## src/rtl/pm_event_pkg.sv

```systemverilog
package pm_event_pkg;
  localparam int OFF_W = 6;
  localparam logic [OFF_W-1:0] OFF_STS = 6'h00;
  localparam logic [OFF_W-1:0] OFF_EN  = 6'h02;
  localparam logic [OFF_W-1:0] OFF_CTL = 6'h04;
  localparam logic [OFF_W-1:0] OFF_TMR = 6'h08;

  localparam int B_TMR    = 0;
  localparam int B_GLB    = 5;
  localparam int B_BTN    = 8;
  localparam int B_RTC    = 10;
  localparam int B_RSM    = 15;
  localparam int B_SLP    = 13;
  localparam int B_SCIEN  = 0;
  localparam int SLPT_LO  = 10;

  localparam logic [15:0] SCI_MASK = 16'h0521;

  typedef enum logic [2:0] {
    SLP_OFF    = 3'd0,
    SLP_SUSPND = 3'd1
  } slp_kind_e;

  localparam logic [7:0] CMD_SCI_ON  = 8'hF1;
  localparam logic [7:0] CMD_SCI_OFF = 8'hF0;
endpackage

```

## src/rtl/pm_timer.sv

```systemverilog
module pm_timer #(
  parameter int TMR_W = 24
) (
  input  logic             clk,
  input  logic             rst,
  input  logic             tick,
  input  logic             reload,
  output logic [TMR_W-1:0] cnt,
  output logic             hit
);
  localparam logic [TMR_W-1:0] STEP = TMR_W'(1) << (TMR_W - 1);
  localparam logic [TMR_W-1:0] LOW_MASK = STEP - TMR_W'(1);

  logic [TMR_W-1:0] pt;
  logic [TMR_W-1:0] next_pt;

  assign hit     = (cnt == pt);
  assign next_pt = (cnt + STEP) & ~LOW_MASK;

  always_ff @(posedge clk) begin
    if (rst) begin
      cnt <= '0;
      pt  <= STEP;
    end else begin
      if (tick)   cnt <= cnt + TMR_W'(1);
      if (reload) pt  <= next_pt;
    end
  end
endmodule

```

## src/rtl/pm_regs.sv

```systemverilog
module pm_regs
  import pm_event_pkg::*;
#(
  parameter int REG_W = 16
) (
  input  logic             clk,
  input  logic             rst,
  input  logic             wr_sts,
  input  logic             wr_en,
  input  logic             wr_ctl,
  input  logic [REG_W-1:0] wdata,
  input  logic             tmr_hit,
  input  logic             pwr_btn,
  input  logic             apm_sci_on,
  input  logic             apm_sci_off,
  output logic [REG_W-1:0] sts,
  output logic [REG_W-1:0] en,
  output logic [REG_W-1:0] ctl,
  output logic             ovf_reload,
  output logic             sci,
  output logic             shutdown_req,
  output logic             reset_req
);
  logic             btn_q;
  logic             btn_rise;
  logic             slp_go;
  logic [2:0]       slp_kind;
  logic [REG_W-1:0] set_v;
  logic [REG_W-1:0] clr_v;
  logic [REG_W-1:0] ctl_n;

  assign btn_rise = pwr_btn & ~btn_q;
  assign slp_go   = wr_ctl & wdata[B_SLP];
  assign slp_kind = wdata[SLPT_LO +: 3];

  always_comb begin
    set_v = '0;
    set_v[B_TMR] = tmr_hit;
    set_v[B_BTN] = btn_rise & en[B_BTN];
    if (slp_go && slp_kind == SLP_SUSPND) begin
      set_v[B_RSM] = 1'b1;
      set_v[B_BTN] = 1'b1;
    end
    clr_v = wr_sts ? wdata : '0;
  end

  assign ovf_reload = clr_v[B_TMR] & (sts[B_TMR] | tmr_hit);

  always_comb begin
    ctl_n = ctl;
    if (wr_ctl) begin
      ctl_n = wdata;
      ctl_n[B_SLP] = 1'b0;
    end
    if (apm_sci_on)  ctl_n[B_SCIEN] = 1'b1;
    if (apm_sci_off) ctl_n[B_SCIEN] = 1'b0;
  end

  always_ff @(posedge clk) begin
    if (rst) begin
      sts          <= '0;
      en           <= '0;
      ctl          <= '0;
      btn_q        <= 1'b0;
      sci          <= 1'b0;
      shutdown_req <= 1'b0;
      reset_req    <= 1'b0;
    end else begin
      sts          <= (sts | set_v) & ~clr_v;
      ctl          <= ctl_n;
      btn_q        <= pwr_btn;
      sci          <= |(sts & en & REG_W'(SCI_MASK));
      shutdown_req <= slp_go && slp_kind == SLP_OFF;
      reset_req    <= slp_go && slp_kind == SLP_SUSPND;
      if (wr_en) en <= wdata;
    end
  end
endmodule

```

## src/rtl/pm_apm.sv

```systemverilog
module pm_apm
  import pm_event_pkg::*;
(
  input  logic       clk,
  input  logic       rst,
  input  logic       sel,
  input  logic       wr,
  input  logic       rd,
  input  logic [7:0] wdata,
  input  logic       smi_en,
  output logic [7:0] rdata,
  output logic       sci_on,
  output logic       sci_off,
  output logic       smi_req
);
  logic [7:0] cmd_q;
  logic [7:0] scr_q;
  logic       cmd_wr;

  assign cmd_wr  = wr & ~sel;
  assign sci_on  = cmd_wr && wdata == CMD_SCI_ON;
  assign sci_off = cmd_wr && wdata == CMD_SCI_OFF;

  always_ff @(posedge clk) begin
    if (rst) begin
      cmd_q   <= '0;
      scr_q   <= '0;
      rdata   <= '0;
      smi_req <= 1'b0;
    end else begin
      smi_req <= cmd_wr & smi_en;
      if (cmd_wr)        cmd_q <= wdata;
      if (wr && sel)     scr_q <= wdata;
      if (rd)            rdata <= sel ? scr_q : cmd_q;
    end
  end
endmodule

```

## src/rtl/pm_event_core.sv

```systemverilog
module pm_event_core
  import pm_event_pkg::*;
#(
  parameter int ADDR_W = 16,
  parameter int REG_W  = 16,
  parameter int RD_W   = 32,
  parameter int TMR_W  = 24
) (
  input  logic              clk,
  input  logic              rst,
  input  logic              tick,
  input  logic [ADDR_W-1:0] bus_addr,
  input  logic              bus_wr,
  input  logic              bus_rd,
  input  logic [REG_W-1:0]  bus_wdata,
  output logic [RD_W-1:0]   bus_rdata,
  input  logic              apm_sel,
  input  logic              apm_wr,
  input  logic              apm_rd,
  input  logic [7:0]        apm_wdata,
  output logic [7:0]        apm_rdata,
  input  logic              pwr_btn,
  input  logic              smi_en,
  output logic              sci,
  output logic              shutdown_req,
  output logic              reset_req,
  output logic              smi_req
);
  logic [OFF_W-1:0] off;
  logic             unused_addr_hi;
  logic [TMR_W-1:0] cnt;
  logic             tmr_hit;
  logic             ovf_reload;
  logic [REG_W-1:0] sts, en, ctl;
  logic             apm_sci_on, apm_sci_off;
  logic [RD_W-1:0]  rd_mux;

  assign off            = bus_addr[OFF_W-1:0];
  assign unused_addr_hi = ^bus_addr[ADDR_W-1:OFF_W];

  pm_timer #(.TMR_W(TMR_W)) u_tmr (
    .clk(clk), .rst(rst), .tick(tick), .reload(ovf_reload),
    .cnt(cnt), .hit(tmr_hit)
  );

  pm_regs #(.REG_W(REG_W)) u_regs (
    .clk(clk), .rst(rst),
    .wr_sts(bus_wr && off == OFF_STS),
    .wr_en(bus_wr && off == OFF_EN),
    .wr_ctl(bus_wr && off == OFF_CTL),
    .wdata(bus_wdata), .tmr_hit(tmr_hit), .pwr_btn(pwr_btn),
    .apm_sci_on(apm_sci_on), .apm_sci_off(apm_sci_off),
    .sts(sts), .en(en), .ctl(ctl), .ovf_reload(ovf_reload),
    .sci(sci), .shutdown_req(shutdown_req), .reset_req(reset_req)
  );

  pm_apm u_apm (
    .clk(clk), .rst(rst), .sel(apm_sel), .wr(apm_wr), .rd(apm_rd),
    .wdata(apm_wdata), .smi_en(smi_en), .rdata(apm_rdata),
    .sci_on(apm_sci_on), .sci_off(apm_sci_off), .smi_req(smi_req)
  );

  always_comb begin
    unique case (off)
      OFF_STS: rd_mux = RD_W'(sts);
      OFF_EN:  rd_mux = RD_W'(en);
      OFF_CTL: rd_mux = RD_W'(ctl);
      OFF_TMR: rd_mux = RD_W'(cnt);
      default: rd_mux = '0;
    endcase
  end

  always_ff @(posedge clk) begin
    if (rst)         bus_rdata <= '0;
    else if (bus_rd) bus_rdata <= rd_mux;
  end
endmodule

```

## config.mk

```make
export PLATFORM = sky130hd
export DESIGN_NAME = pm_event_core
export DESIGN_NICKNAME = d
export VERILOG_FILES = /design/src/rtl/pm_event_pkg.sv /design/src/rtl/pm_timer.sv /design/src/rtl/pm_regs.sv /design/src/rtl/pm_apm.sv /design/src/rtl/pm_event_core.sv
export SDC_FILE = /design/constraint.sdc
export NUM_CORES = 1
export LEC_CHECK = 0
export BUFFER_PORTS_ARGS = -buffer_cell sky130_fd_sc_hd__buf_4
export CORE_MARGIN = 2
export CORE_UTILIZATION = 56
export DETAILED_ROUTE_END_ITERATION = 10
export HOLD_SLACK_MARGIN = 0.05
export PLACE_DENSITY_LB_ADDON = 0.05
export RECOVER_POWER = 25
export SLEW_MARGIN = 20
export SYNTH_ARGS = -nofsm -noshare
export SYNTH_HDL_FRONTEND = slang
export SYNTH_SLANG_ARGS = --single-unit
```

## constraint.sdc

```tcl
create_clock -name clk -period 2.7 [get_ports clk]
set_clock_uncertainty 0.15 [all_clocks]
set_input_delay 0.54 -clock clk [delete_from_list [all_inputs] [get_ports clk]]
set_output_delay 0.54 -clock clk [all_outputs]
set_load 0.005 [all_outputs]
```

After elaboration in Yosys (flattened, before gate mapping). Index checks and enable logic that the tools add are counted.

Bits of input ports: 50. Bits in registers: 133. Output and inout port bits: 44.

Reduce and logical (&&, ||, !) cells: 13. Bitwise logic cells: 13. Equal/unequal tests: 7. Add/subtract/negate cells: 2. Mux-type cells: 7.

Operator list (count): one-hot mux 24 bit (4 select lines) (1); adder 24 x 1 -> 24 bit (second input constant) (1); adder 24 bit (second input constant) (1); == test 24 bit (1); bitwise AND 16 bit (1); == test 8 bit (second input constant) (2); two-way mux 16 bit (1); NOT 16 bit (1); OR 16 bit (1); bitwise AND 11 bit (1); logical AND 1 bit (8); two-way mux 8 bit (1); bitwise AND 1 bit (6); == test 6 x 2 -> 1 bit (second input constant) (1); == test 6 x 3 -> 1 bit (second input constant) (1); == test 6 x 4 -> 1 bit (second input constant) (1); logical NOT 6 bit (1); two-way mux 1 bit (4); OR reduction 4 bit (1); == test 3 x 1 -> 1 bit (second input constant) (1); logical NOT 3 bit (1); NOT 1 bit (2); nonzero test 2 bit (1); OR reduction 2 bit (1); OR 1 bit (1).

Depth between registers and ports, before layout.
Depth in word-level cells: 7. Depth in mapped cells: 7. Gate-level depth less buffers: 6.

By module. From an unflattened synthesis, not the netlist that was laid out.

Cell total of the unflattened synthesis: 584. Area total of the unflattened synthesis: 5441.5 um^2.

Modules (own cells, without submodules): pm_regs (cells each 172, instances 1, area each 1818.0 um^2); pm_event_core (cells each 154, instances 1, area each 1425.1 um^2); pm_timer (cells each 142, instances 1, area each 1193.6 um^2); pm_apm (cells each 116, instances 1, area each 1004.7 um^2).

Worst setup path after synthesis. No wires, ideal clock.

Kind: in2reg. From: in bus_addr[0]. To: reg u_regs.sts[10]. Slack: 0.499 ns. Data required time: 2.433 ns. Setup time: 0.117 ns. Stages on the path: 7. Buffers on the path: 3. Data arrival time: 1.934 ns. Cell sequence: or4_1 > buf_4 > nor3_4 > and2_1 > buf_2 > buf_4 > a21oi_1.

Word-level cells in the longest chain between the ends: 5.

Ends and longest elaborated chain: start, declared (RTL line pm_event_core.sv:12) `input logic [ADDR_W-1:0] bus_addr,`; logical NOT 6 bit (RTL line pm_event_core.sv:48) `.wr_sts(bus_wr && off == OFF_STS),`; logical AND 1 bit (RTL line pm_event_core.sv:48); two-way mux 16 bit (RTL line pm_regs.sv:44) `clr_v = wr_sts ? wdata : '0;`; NOT 16 bit (RTL line pm_regs.sv:69) `sts <= (sts | set_v) & ~clr_v;`; bitwise AND 16 bit (RTL line pm_regs.sv:69); end signal, assigned (RTL line pm_regs.sv:69); end, declared (RTL line pm_regs.sv:16) `output logic [REG_W-1:0] sts,`.

No other way between the ends. A chain may end at the register's enable or synchronous reset.

==> results.cfg <==
[route]
met3_length_um = 757
drt_iter0_drc = 341
viasPerCell = 5.72
first_pass_iters = 5
met2WireLength_mm = 6.23
num_vias = 4613
drc = 0
wl_mm = 13.0
ant_nets = 0
wl_met1_mm = 5.80
wl_per_cell_um = 16.1
highest_layer = met4

[logic_synthesis]
netlist_area_sq_um = 5310
synth_warnings = 0
ys_types = 49
yosysSeqAreaShare_pct = 47.1
ys_ff_latch = 125
synth_cells = 601
avgSynthCellArea_sq_um = 8.84

[worst_hold_path]
hp-class = in -> reg
min_from = bus_wdata[4]

[power]
netSwitchingFraction_pct = 24.1
p_total_uw = 4110
p_sw_uw = 989
seq_power_share_pct = 46.2
vdd_drop_max_v = 0.000333
clockPowerShare_pct = 48.4
combPwrFrac_pct = 5.5
p_int_uw = 3120
p_leak_uw = 0.00230
cellPowerDensity_nw_per_um2 = 634

[setup_path]
worstPathRequired_ns = 2.96
r2r_end = u_tmr.cnt[20]$_SDFFE_PP0P_
end_kind = register
path_cells = clkbuf_2, clkbuf_1, nor2_1, and3_1
cpPeakStageDelay_ns = 1.32
crit_end = u_regs.shutdown_req$_SDFF_PP0_
path_max_fanout = 43
r2r_slack_ns = 0.44
worstPathArrival_ns = 2.54
cp-start-kind = input port
startpoint = rst
slowest_stage = clkbuf_1
reg2reg_depth = 4
path_class = in -> reg
reg2reg_from = u_tmr.cnt[3]$_SDFFE_PP0P_

[global_route]
antenna_found_initial = 0
grt_overflow = 0
track_usage_pct = 26.4
grt_start_max_net_pins = 57
grt_pass1_wl_mm = 21.3
grt_pass1_vias = 4314

[timing]
rsz0062_at_grt = false
finalCritPeriodShare_pct = 84.8
min_period_ns = 2.29
setup_viol = 0
slew_viol_final = 44
fmax_mhz = 437
tightestPinTransition_ns = 1.77
relSlewSlack_pct = -18.2
hold_viol = 0
setup_tns_ns = 0

[layout]
register_area_sq_um = 2500
syn_to_final_growth_pct = 21.9
nets = 716
n_antenna_cell = 0
drive_gt1_share_pct = 19.9
final_common_cell = dfxtp_1
mostFrequentLayoutCells = dfxtp_1, a21oi_1, buf_4
multi_input_area_sq_um = 2530
fillers = 722

[clock_network]
worstSkewPairLatency_ns = 0.51
path_clk_slew_ns = 0.06
cts_root_buf = clkbuf_8
clock_sinks = 125
clock_path_buffers = 2
cts_buffers = 17
h-tree-depth = 4
cts_setup_buffers = 0
ctsResizeCount = 0
tritoncts = done

[floorplan]
die_w_um = 101
die_area_sq_um = 10300
die_h_um = 101
io_pins = 94
start_util_pct = 57.5
core_sq_um = 9240
rows = 35

[run_status]
violations = capacitance limit, slew limit
status = finished with violations

[placement]
post-dp-hpwl_mm = 8.49
io_buffer_count = 75
place.gp.congestion = 0.880

[flow_run]
drv_cap = 1
state kept, by name, indices dropped and copies added (netlist names):
signal	flops
bus_rdata	24
u_apm.cmd_q	8
u_apm.rdata	8
u_apm.scr_q	8
u_apm.smi_req	1
u_regs.btn_q	1
u_regs.ctl	15
u_regs.en	16
u_regs.reset_req	1
u_regs.sci	1
u_regs.shutdown_req	1
u_regs.sts	16
u_tmr.cnt	24
u_tmr.pt	1
critical path: cells and delay by family:
family | cells | cell delay (ns)
buffers and inverters | 2 | 1.64
and+or+nand+nor | 2 | 0.34
synthesized netlist by cell type, drive strengths merged:
master	instances	area share, %
xor2	4	0.66
a22oi	17	2.4
mux2i	25	4.7
a222oi	16	3.0
a221oi	2	0.33
a21oi	92	8.7
and3	5	0.59
nor2	48	3.5
or2	1	0.12
nor3b	5	1.1
clkbuf	31	2.2
conb	1	0.071
nand3b	1	0.14
nor4bb	1	0.19
xnor2	12	2.0
nor2b	3	0.35
maj3	1	0.19
a211oi	9	1.3
inv	10	0.71
and4	3	0.49
o31ai	5	0.71
nand3	24	2.3
o21ai	2	0.19
nor3	7	0.87
a31o	1	0.16
mux2	1	0.21
ha	2	0.47
a31oi	1	0.12
dfxtp	125	47
and2	2	0.24
nand2	67	4.7
nor4b	1	0.16
nand2b	24	2.8
or3	2	0.33
a2111o	1	0.21
or4	6	0.85
buf	24	3.0
nor4	12	1.7
nand4	7	1.1
how the worst min path moves through the flow:
stage,to,slack (ns),depth (start not counted)
4_1_cts,u_regs.sts[6]$_SDFF_PP0_,0.05,2
3_3_place_gp,u_regs.sts[9]$_SDFF_PP0_,0.28,2
2_1_floorplan,u_regs.sts[13]$_SDFF_PP0_,0.28,2
3_5_place_dp,u_regs.sts[12]$_SDFF_PP0_,0.29,2
6_report,u_regs.sts[4]$_SDFF_PP0_,0.07,2
5_1_grt,u_regs.sts[4]$_SDFF_PP0_,0.05,2
metal layers:
layer,GRT usage [%],vias up
met4,8.63,0
met5,0,-
met2,43.2,157
met3,5.80,19
met1,34.7,2188
li1,-,2249
area by class of cell:
type                    count  share of cell area [%]
repair buffers             92                    11.1
inverters                  10                   0.580
multi-input cells         418                    39.0
flip-flops and latches    125                    38.6
clock buffers              18                    6.61
clock inverters            14                    1.49
well taps                 129                    2.49
logic make-up after synthesis:
| kind of cell | Yosys count | share of synthesized area [%] |
|---|---|---|
| buf+inv | 65 | 5.98 |
| mux | 26 | 4.92 |
| fa+ha+maj | 3 | 0.659 |
| compound gates | 146 | 17.1 |
| xor+xnor | 16 | 2.64 |
| other cells | 1 | 0.0706 |
| simple gates | 219 | 21.6 |
| flops | 125 | 47.1 |
power by group through the flow:
stage	logic [uW]	registers, uW	clock network (uW)
floorplan	131	1930	0
CTS	225	1900	2010
global placement	220	1930	0
global route	246	1900	2100
finish	225	1900	1990
detailed placement	224	1940	0
through the flow:
step                instances  instance area, sq um  worst slack [ns]  hold WS (ns)  utilization, %
detailed placement        773                  5950             0.233         0.291            64.4
floorplan                 608                  5340             0.499         0.276               -
global route              806                  6480             0.212        0.0531            70.1
finish                    806                  6480             0.410        0.0666            70.1
global placement          773                  5950             0.253         0.285            64.4
CTS                       805                  6470             0.448        0.0531            70.1
timing repair:
action / 4_1_cts / 5_1_grt
hold buffers: 0 / 1
setup endpoints to repair: 0 / 0
hold endpoints to repair: 0 / 1
No activity file was read; power rests on OpenSTA's default activity.
